$ cat config.mk
export PLATFORM = sky130hd
export DESIGN_NAME = pix_comp_extract
export DESIGN_NICKNAME = d
export VERILOG_FILES = /design/src/rtl/pce_pkg.sv /design/src/rtl/pce_byte_mask.sv /design/src/rtl/pce_comp_unit.sv /design/src/rtl/pix_comp_extract.sv
export SDC_FILE = /design/constraint.sdc
export NUM_CORES = 1
export LEC_CHECK = 0
export ABC_CLOCK_PERIOD_IN_PS = 800
export BUFFER_PORTS_ARGS = -buffer_cell sky130_fd_sc_hd__buf_2
export CAP_MARGIN = 30
export CORE_MARGIN = 5
export CORE_UTILIZATION = 56
export CTS_BUF_LIST = sky130_fd_sc_hd__clkbuf_8
export DETAILED_ROUTE_END_ITERATION = 6
export PLACE_DENSITY = 0.83
export SYNTH_ARGS = -nofsm -noshare
export SYNTH_HDL_FRONTEND = slang
export SYNTH_SLANG_ARGS = --single-unit
$ cat constraint.sdc
create_clock -name clk_i -period 0.8 [get_ports clk_i]
set_input_delay 0.12 -clock clk_i [delete_from_list [all_inputs] [get_ports clk_i]]
set_output_delay 0.12 -clock clk_i [all_outputs]
set_load 0.02 [all_outputs]
$ cat src/rtl/pce_pkg.sv
package pce_pkg;
  localparam int COMP_W      = 8;
  localparam int SEL_OFF_LSB = 0;
  localparam int SEL_OFF_W   = 5;
  localparam int SEL_LEN_LSB = 8;
  localparam int SEL_LEN_W   = 4;
  localparam int SEL_DEF_LSB = 16;
  localparam int SEL_W       = SEL_DEF_LSB + COMP_W;
  localparam int FMT_BPP_LSB = 3;
  localparam int FMT_BPP_W   = 2;
  localparam int FMT_W       = 8;
  localparam int MAX_LEN     = 1 << SEL_LEN_W;

  typedef struct packed {
    logic [COMP_W-1:0]    dflt;
    logic [SEL_LEN_W-1:0] len;
    logic [SEL_OFF_W-1:0] off;
  } sel_t;

  function automatic sel_t unpack_sel(input logic [SEL_W-1:0] raw);
    sel_t s;
    s.off  = raw[SEL_OFF_LSB +: SEL_OFF_W];
    s.len  = raw[SEL_LEN_LSB +: SEL_LEN_W];
    s.dflt = raw[SEL_DEF_LSB +: COMP_W];
    return s;
  endfunction
endpackage

$ cat src/rtl/pce_byte_mask.sv
module pce_byte_mask
  import pce_pkg::*;
#(
  parameter int PIX_BYTES = 4
) (
  input  logic [FMT_BPP_W-1:0]   bpp_m1_i,
  input  logic [PIX_BYTES*8-1:0] pix_i,
  output logic [PIX_BYTES*8-1:0] pix_o
);
  for (genvar b = 0; b < PIX_BYTES; b++) begin : g_byte
    localparam logic [FMT_BPP_W:0] BIDX = (FMT_BPP_W+1)'(b);
    logic keep;
    assign keep = BIDX <= {1'b0, bpp_m1_i};
    assign pix_o[b*8 +: 8] = keep ? pix_i[b*8 +: 8] : 8'h00;
  end
endmodule

$ cat src/rtl/pce_comp_unit.sv
module pce_comp_unit
  import pce_pkg::*;
#(
  parameter int PIX_W = 32
) (
  input  logic [PIX_W-1:0]  pix_i,
  input  sel_t              sel_i,
  input  logic              force_dflt_i,
  output logic [COMP_W-1:0] val_o
);
  localparam int WIDE_W = 2 * PIX_W;

  logic [WIDE_W-1:0]    wide;
  logic [MAX_LEN-1:0]   field;
  logic [COMP_W-1:0]    packed_val;
  logic [SEL_LEN_W-1:0] idx;
  logic                 unused_wide;

  // zero extension makes bits above the word read as zero
  assign wide        = {{PIX_W{1'b0}}, pix_i} >> sel_i.off;
  assign field       = wide[MAX_LEN-1:0];
  assign unused_wide = ^wide[WIDE_W-1:MAX_LEN];

  // walk the field from its msb down, wrapping for short fields
  always_comb begin
    packed_val = '0;
    idx        = sel_i.len - 1'b1;
    for (int k = 0; k < COMP_W; k++) begin
      packed_val[COMP_W-1-k] = field[idx];
      if (idx == '0) idx = sel_i.len - 1'b1;
      else           idx = idx - 1'b1;
    end
  end

  assign val_o = (force_dflt_i || sel_i.len == '0) ? sel_i.dflt : packed_val;
endmodule

$ cat src/rtl/pix_comp_extract.sv
module pix_comp_extract
  import pce_pkg::*;
#(
  parameter int PIX_BYTES = 4,
  parameter int NCOMP     = 3
) (
  input  logic                clk_i,
  input  logic                rst_ni,
  input  logic [FMT_W-1:0]    fmt_i,
  input  logic [SEL_W-1:0]    sel_r_i,
  input  logic [SEL_W-1:0]    sel_g_i,
  input  logic [SEL_W-1:0]    sel_b_i,
  input  logic [PIX_BYTES*8-1:0] pix_i,
  input  logic                pix_vld_i,
  input  logic                underrun_i,
  input  logic                active_i,
  input  logic                hsync_i,
  input  logic                vsync_i,
  output logic [COMP_W-1:0]   red_o,
  output logic [COMP_W-1:0]   grn_o,
  output logic [COMP_W-1:0]   blu_o,
  output logic                hsync_o,
  output logic                vsync_o,
  output logic                de_o
);
  localparam int PIX_W = PIX_BYTES * 8;

  logic [PIX_W-1:0]  pix_m;
  logic              starve;
  logic              force_dflt;
  logic [SEL_W-1:0]  sel_raw [NCOMP];
  logic [COMP_W-1:0] comb_val [NCOMP];
  logic [COMP_W-1:0] out_q [NCOMP];
  logic              unused_fmt;

  assign unused_fmt = ^{fmt_i[FMT_W-1:FMT_BPP_LSB+FMT_BPP_W], fmt_i[FMT_BPP_LSB-1:0],
                        sel_r_i[15:12], sel_r_i[7:5], sel_g_i[15:12], sel_g_i[7:5],
                        sel_b_i[15:12], sel_b_i[7:5]};

  assign sel_raw[0] = sel_r_i;
  assign sel_raw[1] = sel_g_i;
  assign sel_raw[2] = sel_b_i;

  assign starve     = underrun_i | (active_i & ~pix_vld_i);
  assign force_dflt = ~active_i | starve;

  pce_byte_mask #(.PIX_BYTES(PIX_BYTES)) u_mask (
    .bpp_m1_i (fmt_i[FMT_BPP_LSB +: FMT_BPP_W]),
    .pix_i    (pix_i),
    .pix_o    (pix_m)
  );

  for (genvar c = 0; c < NCOMP; c++) begin : g_comp
    pce_comp_unit #(.PIX_W(PIX_W)) u_unit (
      .pix_i        (pix_m),
      .sel_i        (unpack_sel(sel_raw[c])),
      .force_dflt_i (force_dflt),
      .val_o        (comb_val[c])
    );

    always_ff @(posedge clk_i or negedge rst_ni) begin
      if (!rst_ni) out_q[c] <= '0;
      else         out_q[c] <= comb_val[c];
    end
  end

  always_ff @(posedge clk_i or negedge rst_ni) begin
    if (!rst_ni) begin
      hsync_o <= 1'b0;
      vsync_o <= 1'b0;
      de_o    <= 1'b0;
    end else begin
      hsync_o <= hsync_i;
      vsync_o <= vsync_i;
      de_o    <= active_i;
    end
  end

  assign red_o = out_q[0];
  assign grn_o = out_q[1];
  assign blu_o = out_q[2];
endmodule

==> results of run 1 <==
## cells in the mapped netlist (all sizes together) (9+ instances only)
library cell    n
a211oi         76
a21oi         158
a22oi          10
a31oi          24
and2           29
and3           21
buf            48
clkbuf         90
dfrtp          27
ha             14
inv            42
mux2           58
mux2i         159
mux4           63
nand2         156
nand2b         19
nand3          43
nor2          175
nor2b          20
nor3           21
o211ai         25
o21a           17
o21ai         106
o22a           11
o22ai          25
o31ai          15
or2            14
xnor2          12
xor2            9
## stage by stage
stage / instance area [um2] / util (%) / hold slack [ns]
floorplan: 13200 / - / -0.176
global placement: 17700 / 83.8 / 0.0794
detailed placement: 17700 / 83.8 / 0.0847
## cell families after synthesis
logic type,after synthesis,synth area share [%]
AO/OA/AOI/OAI,574,32.6
XOR/XNOR,22,1.95
adder cells (fa/ha/maj),14,1.45
buffers and inverters,184,6.30
flip-flops,27,5.58
multiplexers,280,30.5
AND/OR/NAND/NOR,546,21.6
==> impl_metrics.yaml, run 1 <==
run_status:
  status: "aborted with a tool error"
  haltStage: "clock tree synthesis (4_1_cts)"
  error: "[ERROR DPL-0033] detailed placement checks failed during check placement."
yosys:
  synth_top_area_cell: "mux2i_1"
  yosysWarnings: 0
  syn_nets: 1780
  syn_inst: 1647
  ys_seq_area_share_pct: 5.58
  synth_edf_count: 0
  ys_types: 115
  synth.avg_cell_area_um2: 7.36
  ys_ff_latch: 27
  synth_top_area_share_pct: 12.8
  synthesis.area_mm2: 0.0121
  synth_area_leaders: "mux2i_1 (13%), mux4_2 (12%), a21oi_1 (6.4%), dfrtp_1 (5.6%), nor2_1 (5.4%)"
  async_reset_ff_share_pct: 100
  ys.flop_type: "dfrtp_1"
die:
  initial_utilization_pct: 57.3
  die_w_um: 157
  io_pins: 146
  num_rows: 53
  die_y_um: 157
clock_network:
  cts.sinks: 27
  postCtsSetupBuffers: 105
  cts_resized: 481
  cts_root_buf: "clkbuf_8"
  cts-hold-fix-buffers: 4
  cts_made_buffers: 3
  htree_levels: 1
  clockBufferDepth: 2
placement:
  hpwl_mm: 45.0
  post-place-ws_ns: -5.04
  place_congestion: 1.09
  port_buffers: 118
  placed_cells: 2477
==> run 2: changes to the inputs <==
ABC_CLOCK_PERIOD_IN_PS = 1050   (was 800)
CORE_UTILIZATION = 40   (was 56)
CTS_BUF_LIST = default   (was sky130_fd_sc_hd__clkbuf_8)
PLACE_DENSITY = default   (was 0.83)
PLACE_DENSITY_LB_ADDON = 0.15   (was default)
clock period = 1.05 ns   (was 0.8 ns; I/O delays follow)
==> run 2 against run 1 <==
  * The flow now finishes, with violations (setup timing)
  * Synthesized cell count unchanged
  * Synthesized area unchanged
==> impl_metrics.yaml, run 2 <==
power:
  vdd_drop_max_v: 0.000682
  p_sw_mw: 10.5
  p_seq_share_pct: 5.2
  clkPwrFrac_pct: 4.0
  swShare_pct: 46.3
  power.density_cell_area_mw_per_mm2: 1070
  comb_power_share_pct: 90.8
  p_leak_nw: 8.94
  p_int_mw: 12.2
grt:
  grt_overflow: 0
  grt_pass1_vias: 16400
  grt_max_degree: 28
  antenna_found_initial: 0
  grt_usage_pct: 30.2
  grt_pass1_wl_mm: 85.8
setup_path:
  critical_path_required_ns: 1.23
  end_kind: "register"
  slowest_stage: "mux2i_4"
  crit_type: "primary input to register"
  crit_path_max_incr_delay_ns: 0.35
  path_max_fanout: 7
  cp-start-kind: "primary input"
  crit_arrival_ns: 5.42
yosys:
  syn_nets: 1780
  synth.most_common_cell: "nor2_1"
  ys_seq_area_share_pct: 5.58
  synth.avg_cell_area_um2: 7.36
  synth_commonest_cells: "nor2_1 (175), a21oi_1 (156), mux2i_1 (155), nand2_1 (155), clkbuf_1 (90)"
  yosysWarnings: 0
  synth_area_leaders: "mux2i_1 (13%), mux4_2 (12%), a21oi_1 (6.4%), dfrtp_1 (5.6%), nor2_1 (5.4%)"
  async_reset_ff_share_pct: 100
  ys_types: 115
  ys_ff_latch: 27
  synth_top_area_cell: "mux2i_1"
  synth_top_area_share_pct: 12.8
  synthesis.area_mm2: 0.0121
  syn_inst: 1647
  synth_edf_count: 0
  ys.flop_type: "dfrtp_1"
run_status:
  status: "finished, violations left"
  violations: "setup timing"
final_layout:
  multi_input_area_mm2: 0.0131
  area_growth_pct: 74.1
  final_common_cell: "buf_4"
  drive_gt1_share_pct: 58.8
  finalNonFillerCells: 2733
  final_nets: 2476
  fill_cells: 2298
  layout_common_cells: "buf_4 (612), nor2_1 (151), nand2_1 (138), mux2i_1 (132), buf_2 (108)"
  fin_util_pct: 70.8
  seqCellArea_um2: 676
clock_network:
  cts_root_buf: "clkbuf_16"
  cts_tree: "done"
  htree_levels: 1
  clockBufferDepth: 2
  cts.sinks: 27
  cts_made_buffers: 3
  path_clk_slew_ns: 0.07
timing:
  setup_viol: 24
  hold_viol: 0
  finalSetupTns_ns: -61.62
  clock.fmax_mhz: 191
  whs_ns: 0.00836
  maxSlewViolCount: 0
  finalCriticalPeriod_ns: 5.24
  timing.final.ws_setup_ns: -4.19
  tightest_slew_ns: 0.512
  rsz0062_at_grt: "true"
  period_share_pct: 499
  slew_headroom_pct: 65.5
placement:
  post-place-ws_ns: -4.67
  port_buffers: 118
  hpwl_mm: 40.5
  place_congestion: 0.975
  placed_cells: 2611
die:
  core_mm2: 0.0298
  io_pins: 146
  initial_utilization_pct: 40.7
  die_area_mm2: 0.0339
  die_y_um: 184
  num_rows: 63
  die_w_um: 184
drt:
  drt_iter0_markers: 1133
  num_vias: 16400
  dr.pass1.iters: 5
  wirelength_mm: 53.9
  antenna_left: 0
  vias_per_cell: 6.00
  drc_errors: 0
  wl_per_cell_um: 19.7
hold_path:
  hold_path.class: "primary input to register"
  holdPathStages: 1
job:
  drv_cap: 0
[run 2: cell counts after synthesis]
Identical to the previous run, type by type.
[run 2: kinds of logic (layout without fill, tap and decap cells)]
| family | Yosys count | count (layout) | share of synthesized area, % |
|---|---|---|---|
| xor+xnor | 22 | 22 | 1.95 |
| mux | 280 | 280 | 30.5 |
| simple gates | 546 | 546 | 21.6 |
| buf+inv | 184 | 879 | 6.30 |
| flops | 27 | 27 | 5.58 |
| fa+ha+maj | 14 | 14 | 1.45 |
| compound gates | 574 | 574 | 32.6 |
| other cells | 0 | 1 | 0 |
[run 2: final cells by class]
class	count	share of cell area (%)
multi-input combinational	1436	61.9
timing repair buffer	829	31.2
sequential	27	3.20
tap	390	2.31
inverter	46	1.04
clock buffer	3	0.356
clock inverter	1	0.0237
antenna	1	0.0119
[run 2: power groups by stage]
| stage | combinational [mW] | sequential [mW] | clock, mW |
|---|---|---|---|
| finish | 20.6 | 1.18 | 0.903 |
| global route | 21.9 | 1.19 | 0.980 |
| CTS | 19.2 | 1.18 | 0.941 |
| detailed placement | 16.9 | 1.20 | 0 |
| global placement | 16.6 | 1.20 | 0 |
| floorplan | 10.2 | 1.35 | 0 |
[run 2: per-layer routing]
metal / global-route usage [%] / wire length (um) / vias up
met5: 0 / 0 / -
met4: 7.25 / 1380 / 0
met3: 3.23 / 3370 / 113
met2: 53.3 / 26600 / 638
met1: 39.7 / 22600 / 7930
li1: - / - / 7708
[run 2: through the flow]
stage                     total power [mW]  area, um2
after floorplan                       11.5      13200
after global placement                17.8      18000
after detailed placement              18.1      18000
after CTS                             21.3      20300
after global routing                  24.0      21100
final                                 22.6      21100
[run 2: repair_timing]
action | in CTS | in global routing
setup buffers | 96 | 31
endpoints found under the setup margin | 24 | 24
gates cloned | 3 | 0
pin swaps | 187 | 114
hold buffers | 3 | 0
gates resized for setup | 364 | 148
hold endpoints to repair | 15 | 0
[run 2: final timing paths]
check	endpoint	startpoint	slack, ns
max in group asynchronous	grn_o[0]$_DFF_PN0_	rst_ni	0.34
setup / recovery	red_o[0]$_DFF_PN0_	sel_r_i[8]	-4.19
min in group asynchronous	blu_o[0]$_DFF_PN0_	rst_ni	0.31
hold / removal	de_o$_DFF_PN0_	active_i	0.008
[run 2: worst max-delay path: cells and delay by family]
| family | cells | cell delay [ns] |
|---|---|---|
| compound gates | 12 | 2.17 |
| xor+xnor | 1 | 0.15 |
| fa+ha+maj | 2 | 0.34 |
| buf+inv | 8 | 1.02 |
| mux | 4 | 0.81 |
| simple gates | 5 | 0.76 |
No activity file was read; power rests on OpenSTA's default activity.
